## config.mk

```make
export PLATFORM = sky130hd
export DESIGN_NAME = bus_op_queue
export DESIGN_NICKNAME = d
export VERILOG_FILES = /design/src/rtl/bopq_pkg.sv /design/src/rtl/bopq_cmd_store.sv /design/src/rtl/bopq_bus_engine.sv /design/src/rtl/bopq_result_store.sv /design/src/rtl/bus_op_queue.sv
export SDC_FILE = /design/constraint.sdc
export NUM_CORES = 1
export LEC_CHECK = 0
export CELL_PAD_IN_SITES_DETAIL_PLACEMENT = 1
export CELL_PAD_IN_SITES_GLOBAL_PLACEMENT = 1
export CORE_ASPECT_RATIO = 1.1
export CORE_MARGIN = 2
export CORE_UTILIZATION = 30
export CTS_BUF_LIST = sky130_fd_sc_hd__clkbuf_4
export CTS_CLUSTER_DIAMETER = 40
export DETAILED_ROUTE_END_ITERATION = 8
export PLACE_DENSITY_LB_ADDON = 0.1
export SLEW_MARGIN = 20
export SYNTH_ARGS = -nofsm -noshare
export SYNTH_HDL_FRONTEND = slang
export SYNTH_HIERARCHICAL = 1
export SYNTH_SLANG_ARGS = --single-unit
```

## constraint.sdc

```tcl
create_clock -name clk -period 7.96 [get_ports clk]
set_input_delay 2.388 -clock clk [delete_from_list [all_inputs] [get_ports clk]]
set_output_delay 2.388 -clock clk [all_outputs]
set_load 0.03 [all_outputs]
```

## src/rtl/bopq_pkg.sv

```systemverilog
package bopq_pkg;
  localparam int SEQ_W    = 3;
  localparam int ADDR_W   = 24;
  localparam int DATA_W   = 16;
  localparam int SLOTS    = 1 << SEQ_W;
  localparam int MAX_PEND = SLOTS - 1;

  typedef logic [SEQ_W-1:0] seq_t;

  typedef struct packed {
    logic              wr;
    logic              word;
    logic [ADDR_W-1:0] addr;
    logic [DATA_W-1:0] data;
  } bus_cmd_t;

  localparam seq_t SEQ_ONE = seq_t'(1);

  function automatic seq_t to_gray(seq_t b);
    return b ^ (b >> 1);
  endfunction

  function automatic seq_t from_gray(seq_t g);
    seq_t b;
    b[SEQ_W-1] = g[SEQ_W-1];
    for (int i = SEQ_W - 2; i >= 0; i--) begin
      b[i] = b[i+1] ^ g[i];
    end
    return b;
  endfunction
endpackage

```

## src/rtl/bopq_cmd_store.sv

```systemverilog
module bopq_cmd_store
  import bopq_pkg::*;
(
  input  logic     clk,
  input  logic     rst_n,
  input  logic     push,
  input  bus_cmd_t push_cmd,
  input  logic     pop,
  output seq_t     wr_seq,
  output seq_t     rd_seq,
  output seq_t     rd_gray,
  output seq_t     pend_cnt,
  output bus_cmd_t head,
  output bus_cmd_t head_nxt
);
  bus_cmd_t mem [SLOTS];
  seq_t     wr_q, wr_d;
  seq_t     rdg_q, rdg_d;
  seq_t     cnt_q, cnt_d;
  seq_t     rd_bin;

  assign rd_bin = from_gray(rdg_q);

  always_comb begin
    wr_d  = wr_q;
    rdg_d = rdg_q;
    cnt_d = cnt_q;
    if (push) wr_d = wr_q + SEQ_ONE;
    if (pop)  rdg_d = to_gray(rd_bin + SEQ_ONE);
    case ({push, pop})
      2'b10:   cnt_d = cnt_q + SEQ_ONE;
      2'b01:   cnt_d = cnt_q - SEQ_ONE;
      default: cnt_d = cnt_q;
    endcase
  end

  always_ff @(posedge clk or negedge rst_n) begin
    if (!rst_n) begin
      wr_q  <= '0;
      rdg_q <= '0;
      cnt_q <= '0;
    end else begin
      wr_q  <= wr_d;
      rdg_q <= rdg_d;
      cnt_q <= cnt_d;
    end
  end

  for (genvar s = 0; s < SLOTS; s++) begin : g_slot
    logic slot_we;
    assign slot_we = push && (wr_q == seq_t'(s));
    always_ff @(posedge clk) begin
      if (slot_we) mem[s] <= push_cmd;
    end
  end

  assign wr_seq   = wr_q;
  assign rd_seq   = rd_bin;
  assign rd_gray  = rdg_q;
  assign pend_cnt = cnt_q;
  assign head     = mem[rd_bin];
  assign head_nxt = mem[rd_bin + SEQ_ONE];
endmodule

```

## src/rtl/bopq_bus_engine.sv

```systemverilog
module bopq_bus_engine
  import bopq_pkg::*;
#(
  parameter logic [ADDR_W-1:0] SAFE_ADDR = 24'h400000
) (
  input  logic     clk,
  input  logic     rst_n,
  input  seq_t     pend_cnt,
  input  bus_cmd_t head,
  input  bus_cmd_t head_nxt,
  input  logic     bus_ack,
  input  logic     bus_err,
  output logic     bus_req,
  output bus_cmd_t cur,
  output logic     is_dummy,
  output logic     real_done
);
  logic     act_q, act_d;
  logic     dum_q, dum_d;
  bus_cmd_t cur_q, cur_d;
  logic     fin, launch;
  seq_t     avail;
  bus_cmd_t filler;

  assign filler    = '{wr: 1'b0, word: 1'b1, addr: SAFE_ADDR, data: '0};
  assign fin       = act_q && (bus_ack || bus_err);
  assign real_done = fin && !dum_q;
  assign launch    = !act_q || fin;
  assign avail     = pend_cnt - seq_t'(real_done);

  always_comb begin
    act_d = act_q;
    dum_d = dum_q;
    cur_d = cur_q;
    if (launch) begin
      act_d = 1'b1;
      if (avail != '0) begin
        dum_d = 1'b0;
        cur_d = real_done ? head_nxt : head;
      end else begin
        dum_d = 1'b1;
        cur_d = filler;
      end
    end
  end

  always_ff @(posedge clk or negedge rst_n) begin
    if (!rst_n) begin
      act_q <= 1'b0;
      dum_q <= 1'b0;
      cur_q <= '0;
    end else begin
      act_q <= act_d;
      dum_q <= dum_d;
      cur_q <= cur_d;
    end
  end

  assign bus_req  = act_q;
  assign cur      = cur_q;
  assign is_dummy = dum_q;
endmodule

```

## src/rtl/bopq_result_store.sv

```systemverilog
module bopq_result_store
  import bopq_pkg::*;
(
  input  logic              clk,
  input  logic              rst_n,
  input  logic              clr,
  input  seq_t              clr_seq,
  input  logic              wr_en,
  input  seq_t              wr_seq,
  input  logic              wr_ok,
  input  logic [DATA_W-1:0] wr_data,
  input  seq_t              rd_seq,
  output logic              rd_done,
  output logic              rd_ok,
  output logic [DATA_W-1:0] rd_data
);
  logic              done_q [SLOTS];
  logic              ok_q   [SLOTS];
  logic [DATA_W-1:0] data_q [SLOTS];

  for (genvar s = 0; s < SLOTS; s++) begin : g_res
    logic set_en, clr_en;
    logic done_d, ok_d;
    logic [DATA_W-1:0] data_d;

    assign set_en = wr_en && (wr_seq == seq_t'(s));
    assign clr_en = clr && (clr_seq == seq_t'(s));

    always_comb begin
      done_d = done_q[s];
      ok_d   = ok_q[s];
      data_d = data_q[s];
      if (set_en) begin
        done_d = 1'b1;
        ok_d   = wr_ok;
        data_d = wr_data;
      end else if (clr_en) begin
        done_d = 1'b0;
      end
    end

    always_ff @(posedge clk or negedge rst_n) begin
      if (!rst_n) begin
        done_q[s] <= 1'b0;
        ok_q[s]   <= 1'b0;
        data_q[s] <= '0;
      end else begin
        done_q[s] <= done_d;
        ok_q[s]   <= ok_d;
        data_q[s] <= data_d;
      end
    end
  end

  assign rd_done = done_q[rd_seq];
  assign rd_ok   = ok_q[rd_seq];
  assign rd_data = data_q[rd_seq];
endmodule

```

## src/rtl/bus_op_queue.sv

```systemverilog
module bus_op_queue
  import bopq_pkg::*;
#(
  parameter logic [ADDR_W-1:0] SAFE_ADDR = 24'h400000
) (
  input  logic              clk,
  input  logic              rst_n,
  input  logic              cmd_valid,
  output logic              cmd_ready,
  input  logic              cmd_write,
  input  logic              cmd_word,
  input  logic [ADDR_W-1:0] cmd_addr,
  input  logic [DATA_W-1:0] cmd_wdata,
  output logic [SEQ_W-1:0]  cmd_seq,
  output logic [SEQ_W-1:0]  busy_gray,
  input  logic [SEQ_W-1:0]  stat_seq,
  output logic              stat_done,
  output logic              stat_ok,
  output logic [DATA_W-1:0] stat_rdata,
  output logic              bus_req,
  output logic              bus_write,
  output logic              bus_word,
  output logic [ADDR_W-1:0] bus_addr,
  output logic [DATA_W-1:0] bus_wdata,
  input  logic              bus_ack,
  input  logic              bus_err,
  input  logic [DATA_W-1:0] bus_rdata
);
  logic [1:0] rsync_q;
  logic       rst_core_n;
  logic       accept;
  bus_cmd_t   push_cmd, head, head_nxt, cur;
  seq_t       wr_seq, rd_seq, rd_gray, pend_cnt;
  logic       eng_dummy, real_done;

  always_ff @(posedge clk or negedge rst_n) begin
    if (!rst_n) rsync_q <= 2'b00;
    else        rsync_q <= {rsync_q[0], 1'b1};
  end
  assign rst_core_n = rsync_q[1];

  assign cmd_ready = (pend_cnt != seq_t'(MAX_PEND));
  assign accept    = cmd_valid && cmd_ready;
  assign push_cmd  = '{wr: cmd_write, word: cmd_word, addr: cmd_addr, data: cmd_wdata};

  bopq_cmd_store u_store (
    .clk      (clk),
    .rst_n    (rst_core_n),
    .push     (accept),
    .push_cmd (push_cmd),
    .pop      (real_done),
    .wr_seq   (wr_seq),
    .rd_seq   (rd_seq),
    .rd_gray  (rd_gray),
    .pend_cnt (pend_cnt),
    .head     (head),
    .head_nxt (head_nxt)
  );

  bopq_bus_engine #(.SAFE_ADDR(SAFE_ADDR)) u_engine (
    .clk       (clk),
    .rst_n     (rst_core_n),
    .pend_cnt  (pend_cnt),
    .head      (head),
    .head_nxt  (head_nxt),
    .bus_ack   (bus_ack),
    .bus_err   (bus_err),
    .bus_req   (bus_req),
    .cur       (cur),
    .is_dummy  (eng_dummy),
    .real_done (real_done)
  );

  bopq_result_store u_results (
    .clk     (clk),
    .rst_n   (rst_core_n),
    .clr     (accept),
    .clr_seq (wr_seq),
    .wr_en   (real_done),
    .wr_seq  (rd_seq),
    .wr_ok   (!bus_err),
    .wr_data (bus_rdata),
    .rd_seq  (stat_seq),
    .rd_done (stat_done),
    .rd_ok   (stat_ok),
    .rd_data (stat_rdata)
  );

  assign cmd_seq   = wr_seq;
  assign busy_gray = rd_gray;
  assign bus_write = cur.wr;
  assign bus_word  = cur.word;
  assign bus_addr  = cur.addr;
  assign bus_wdata = cur.data;
endmodule

```

==> impl_metrics.ini <==
[critical_path]
critPathLaunchType = input pin
crit_end = stat_rdata[11]
crit_chain = buf_2, buf_12, mux4_2, mux2_2, clkdlybuf4s50_1
critPathBufInv = 3
ff2ff_setup_slack_ns = 3.88
crit_start = stat_seq[0]
worst-path-max-fanout = 26
cp.depth = 5
worstPathArrival_ns = 4.49
reg2reg_to = u_results/ok_q[2]$_DFFE_PN0P_
crit_path_top_delay_cell = clkdlybuf4s50_1
critPathRequiredTime_ns = 5.57
crit_type = in -> out
crit_family = buffers and inverters
reg2reg_depth = 5
cpPeakStageDelay_ns = 0.60
endpoint_kind = output pin

[power]
switching_share_pct = 38.1
power.share.sequential_pct = 35.0
power.switching_mw = 4.61
power_leakage_nw = 10.8
clkPwrFrac_pct = 22.8
pwr-share-comb_pct = 42.1
p_per_area_nw_per_um2 = 406
peakVddDrop_uv = 244
power.internal_mw = 7.49

[floorplanning]
pin_count = 134
die_w_um = 282
std_cell_rows = 112
initial_core_util_pct = 30.2
fp.coreArea_um2 = 84500
die-area_um2 = 87400
die_y_um = 310

[global_routing]
globalRouteOverflowTotal = 0
grtUsageMet1_pct = 22.1
grtUsageMet2_pct = 29.6
use_met3_pct = 3.82
busiest_layer = met2
first_global_vias = 17700
grt_pass1_wl_um = 113000
antenna_found_initial = 3
grt.total_usage_pct = 17.7
grt_max_degree = 164

[cts]
cts_hold_buf = 0
cts_tree = done
clk_latency_ns = 1.01
cts_made_buffers = 156
cts.repair.resized = 0
cts_setup_buffers = 0
clock_sinks = 535
cts-htree-levels = 4
cts_max_path_buffers = 3
clock-root-buffer = clkbuf_4
clkSlewWorstSetupHoldPaths_ns = 0.06

[synthesis]
syn_area_um2 = 25500
avgSynthCellArea_um2 = 14.6
yosysWarningCount = 6
async_flop_share_pct = 37.2
ys_types = 83
synthesis.instances = 1743
ys_seq_area_share_pct = 59.1
ys_seq_elements = 535
synth_edf_count = 336
synth_nets = 1817
ys.flop_type = edfxtp_1

[timing]
slew_headroom_pct = 21.0
finalSetupViolCount = 0
grt_setup_unrepaired = false
hold_viol = 0
fmax_mhz = 145
finClkSkew_ns = 0.0429
timing.final.crit_share_pct = 86.4
tightest_slew_ns = 1.18
fin_setup_tns_ns = 0
slew_violations = 0
min_period_ns = 6.88

[final_layout]
syn_to_final_growth_pct = 16.8
layout_commonest_cell = edfxtp_1
nNetsFinal = 2008
drive_above_1_share_pct = 31.0
seq_area_um2 = 15100
layout_common_cells = edfxtp_1, clkbuf_4, dfrtp_1
num-fill-cells = 8843
fin_util_pct = 35.3
multi_input_area_um2 = 9450

[route]
routedWlPerCell_um = 23.6
viasPerCell = 5.08
route.detailed.drc = 0
antenna_left = 0
vias = 16300
finalWirelength_um = 75800
drt_first_pass_iters = 5
drt_iter0_drc = 780

[place]
hpwlAfterDp_um = 43200
routabilityCongestion = 0.732
placement.io_buffers = 133

[job]
maxCapViolations = 0

[outcome]
status = finished, final reports clean

[worst_hold_path]
min_path_type = reg -> async
[worst reg2reg max path, stage by stage, from the launching register on]
cell and delay, ns:
dfrtp_4 1.02, xnor2_4 0.09, buf_4 0.32, xnor2_1 0.84, nand4b_2 1.06, mux2_2 0.62
[area by class of cell]
| class | instances | area share (%) |
|---|---|---|
| diodes | 2 | 0.0168 |
| clock buffers | 230 | 5.79 |
| clock inverters | 56 | 1.36 |
| inverters | 24 | 0.311 |
| multi-input cells | 1051 | 31.7 |
| flip-flops and latches | 535 | 50.6 |
| well taps | 1140 | 4.79 |
| repair buffers | 166 | 5.40 |
[worst min path at each step]
stage,start,endpoint,slack (ns),cells past startpoint
floorplan,rsync_q[0]$_DFF_PN0_,rsync_q[1]$_DFF_PN0_,0.33,0
global placement,rsync_q[0]$_DFF_PN0_,rsync_q[1]$_DFF_PN0_,0.34,0
detailed placement,rsync_q[0]$_DFF_PN0_,rsync_q[1]$_DFF_PN0_,0.34,0
CTS,rsync_q[1]$_DFF_PN0_,u_results/data_q[34]$_DFFE_PN0P_,0.35,0
global route,rsync_q[1]$_DFF_PN0_,u_engine/cur[18]$_DFFE_PN0P_,0.37,0
finish,rsync_q[1]$_DFF_PN0_,u_results/data_q[34]$_DFFE_PN0P_,0.31,0
[registers in the layout, indices dropped and copies added (netlist names), named ones only]
name / flops
u_store/pend_cnt: 3
u_results/ok_q: 8
u_engine/bus_req: 1
u_engine/is_dummy: 1
u_store/wr_seq: 3
u_engine/cur: 42
u_results/data_q: 128
rsync_q: 2
u_results/done_q: 8
u_store/rd_gray: 2
u_store/mem: 336
[power by group through the flow]
stage,logic [mW],registers [mW],clock network (mW)
after floorplan,3.65,4.28,0
after global placement,5.11,4.29,0
after detailed placement,5.18,4.30,0
after CTS,5.21,4.25,2.89
after global routing,5.56,4.35,3.03
final,5.10,4.24,2.76
[per-layer routing]
layer / wire length (um) / up-vias
li1: - / 7224
met1: 33000 / 8541
met2: 37400 / 359
met3: 3230 / 149
met4: 2180 / 0
met5: 0 / -
[through the flow]
stage                     power, mW  instances  setup WS [ns]  area, um2  hold slack, ns
after floorplan                7.93       1743           1.98      25500           0.331
after global placement         9.40       2915           1.04      27700           0.341
after detailed placement       9.48       2915           1.01      27700           0.336
after CTS                      12.3       3201           1.02      29800           0.355
after global routing           12.9       3204          0.938      29800           0.371
final                          12.1       3204           1.08      29800           0.312
[logic make-up (layout without fill, tap and decap cells)]
kind of cell / count (synthesis) / count (layout) / share of synthesized area, %
other: 2 / 4 / 0.0294
XOR/XNOR: 8 / 8 / 0.495
flip-flops: 535 / 535 / 59.1
AO/OA/AOI/OAI: 304 / 304 / 8.11
multiplexers: 326 / 326 / 20.0
adder cells (fa/ha/maj): 8 / 8 / 0.422
AND/OR/NAND/NOR: 403 / 403 / 7.85
buffers and inverters: 157 / 476 / 4.03
[cells in the mapped netlist, types with 21 or more instances]
cell / instances / area [um2]
mux4_2: 126 / 2840
buf_4: 25 / 188
nand2_1: 148 / 556
buf_2: 54 / 270
nand2b_1: 26 / 163
nor2_1: 123 / 462
buf_6: 33 / 372
a22oi_1: 45 / 338
o21ai_0: 67 / 335
a21oi_1: 38 / 190
a31oi_1: 22 / 138
mux2i_1: 21 / 210
edfxtp_1: 336 / 10100
dfrtp_1: 199 / 4980
mux2_2: 170 / 1910
(Power assumes the default switching activity.)
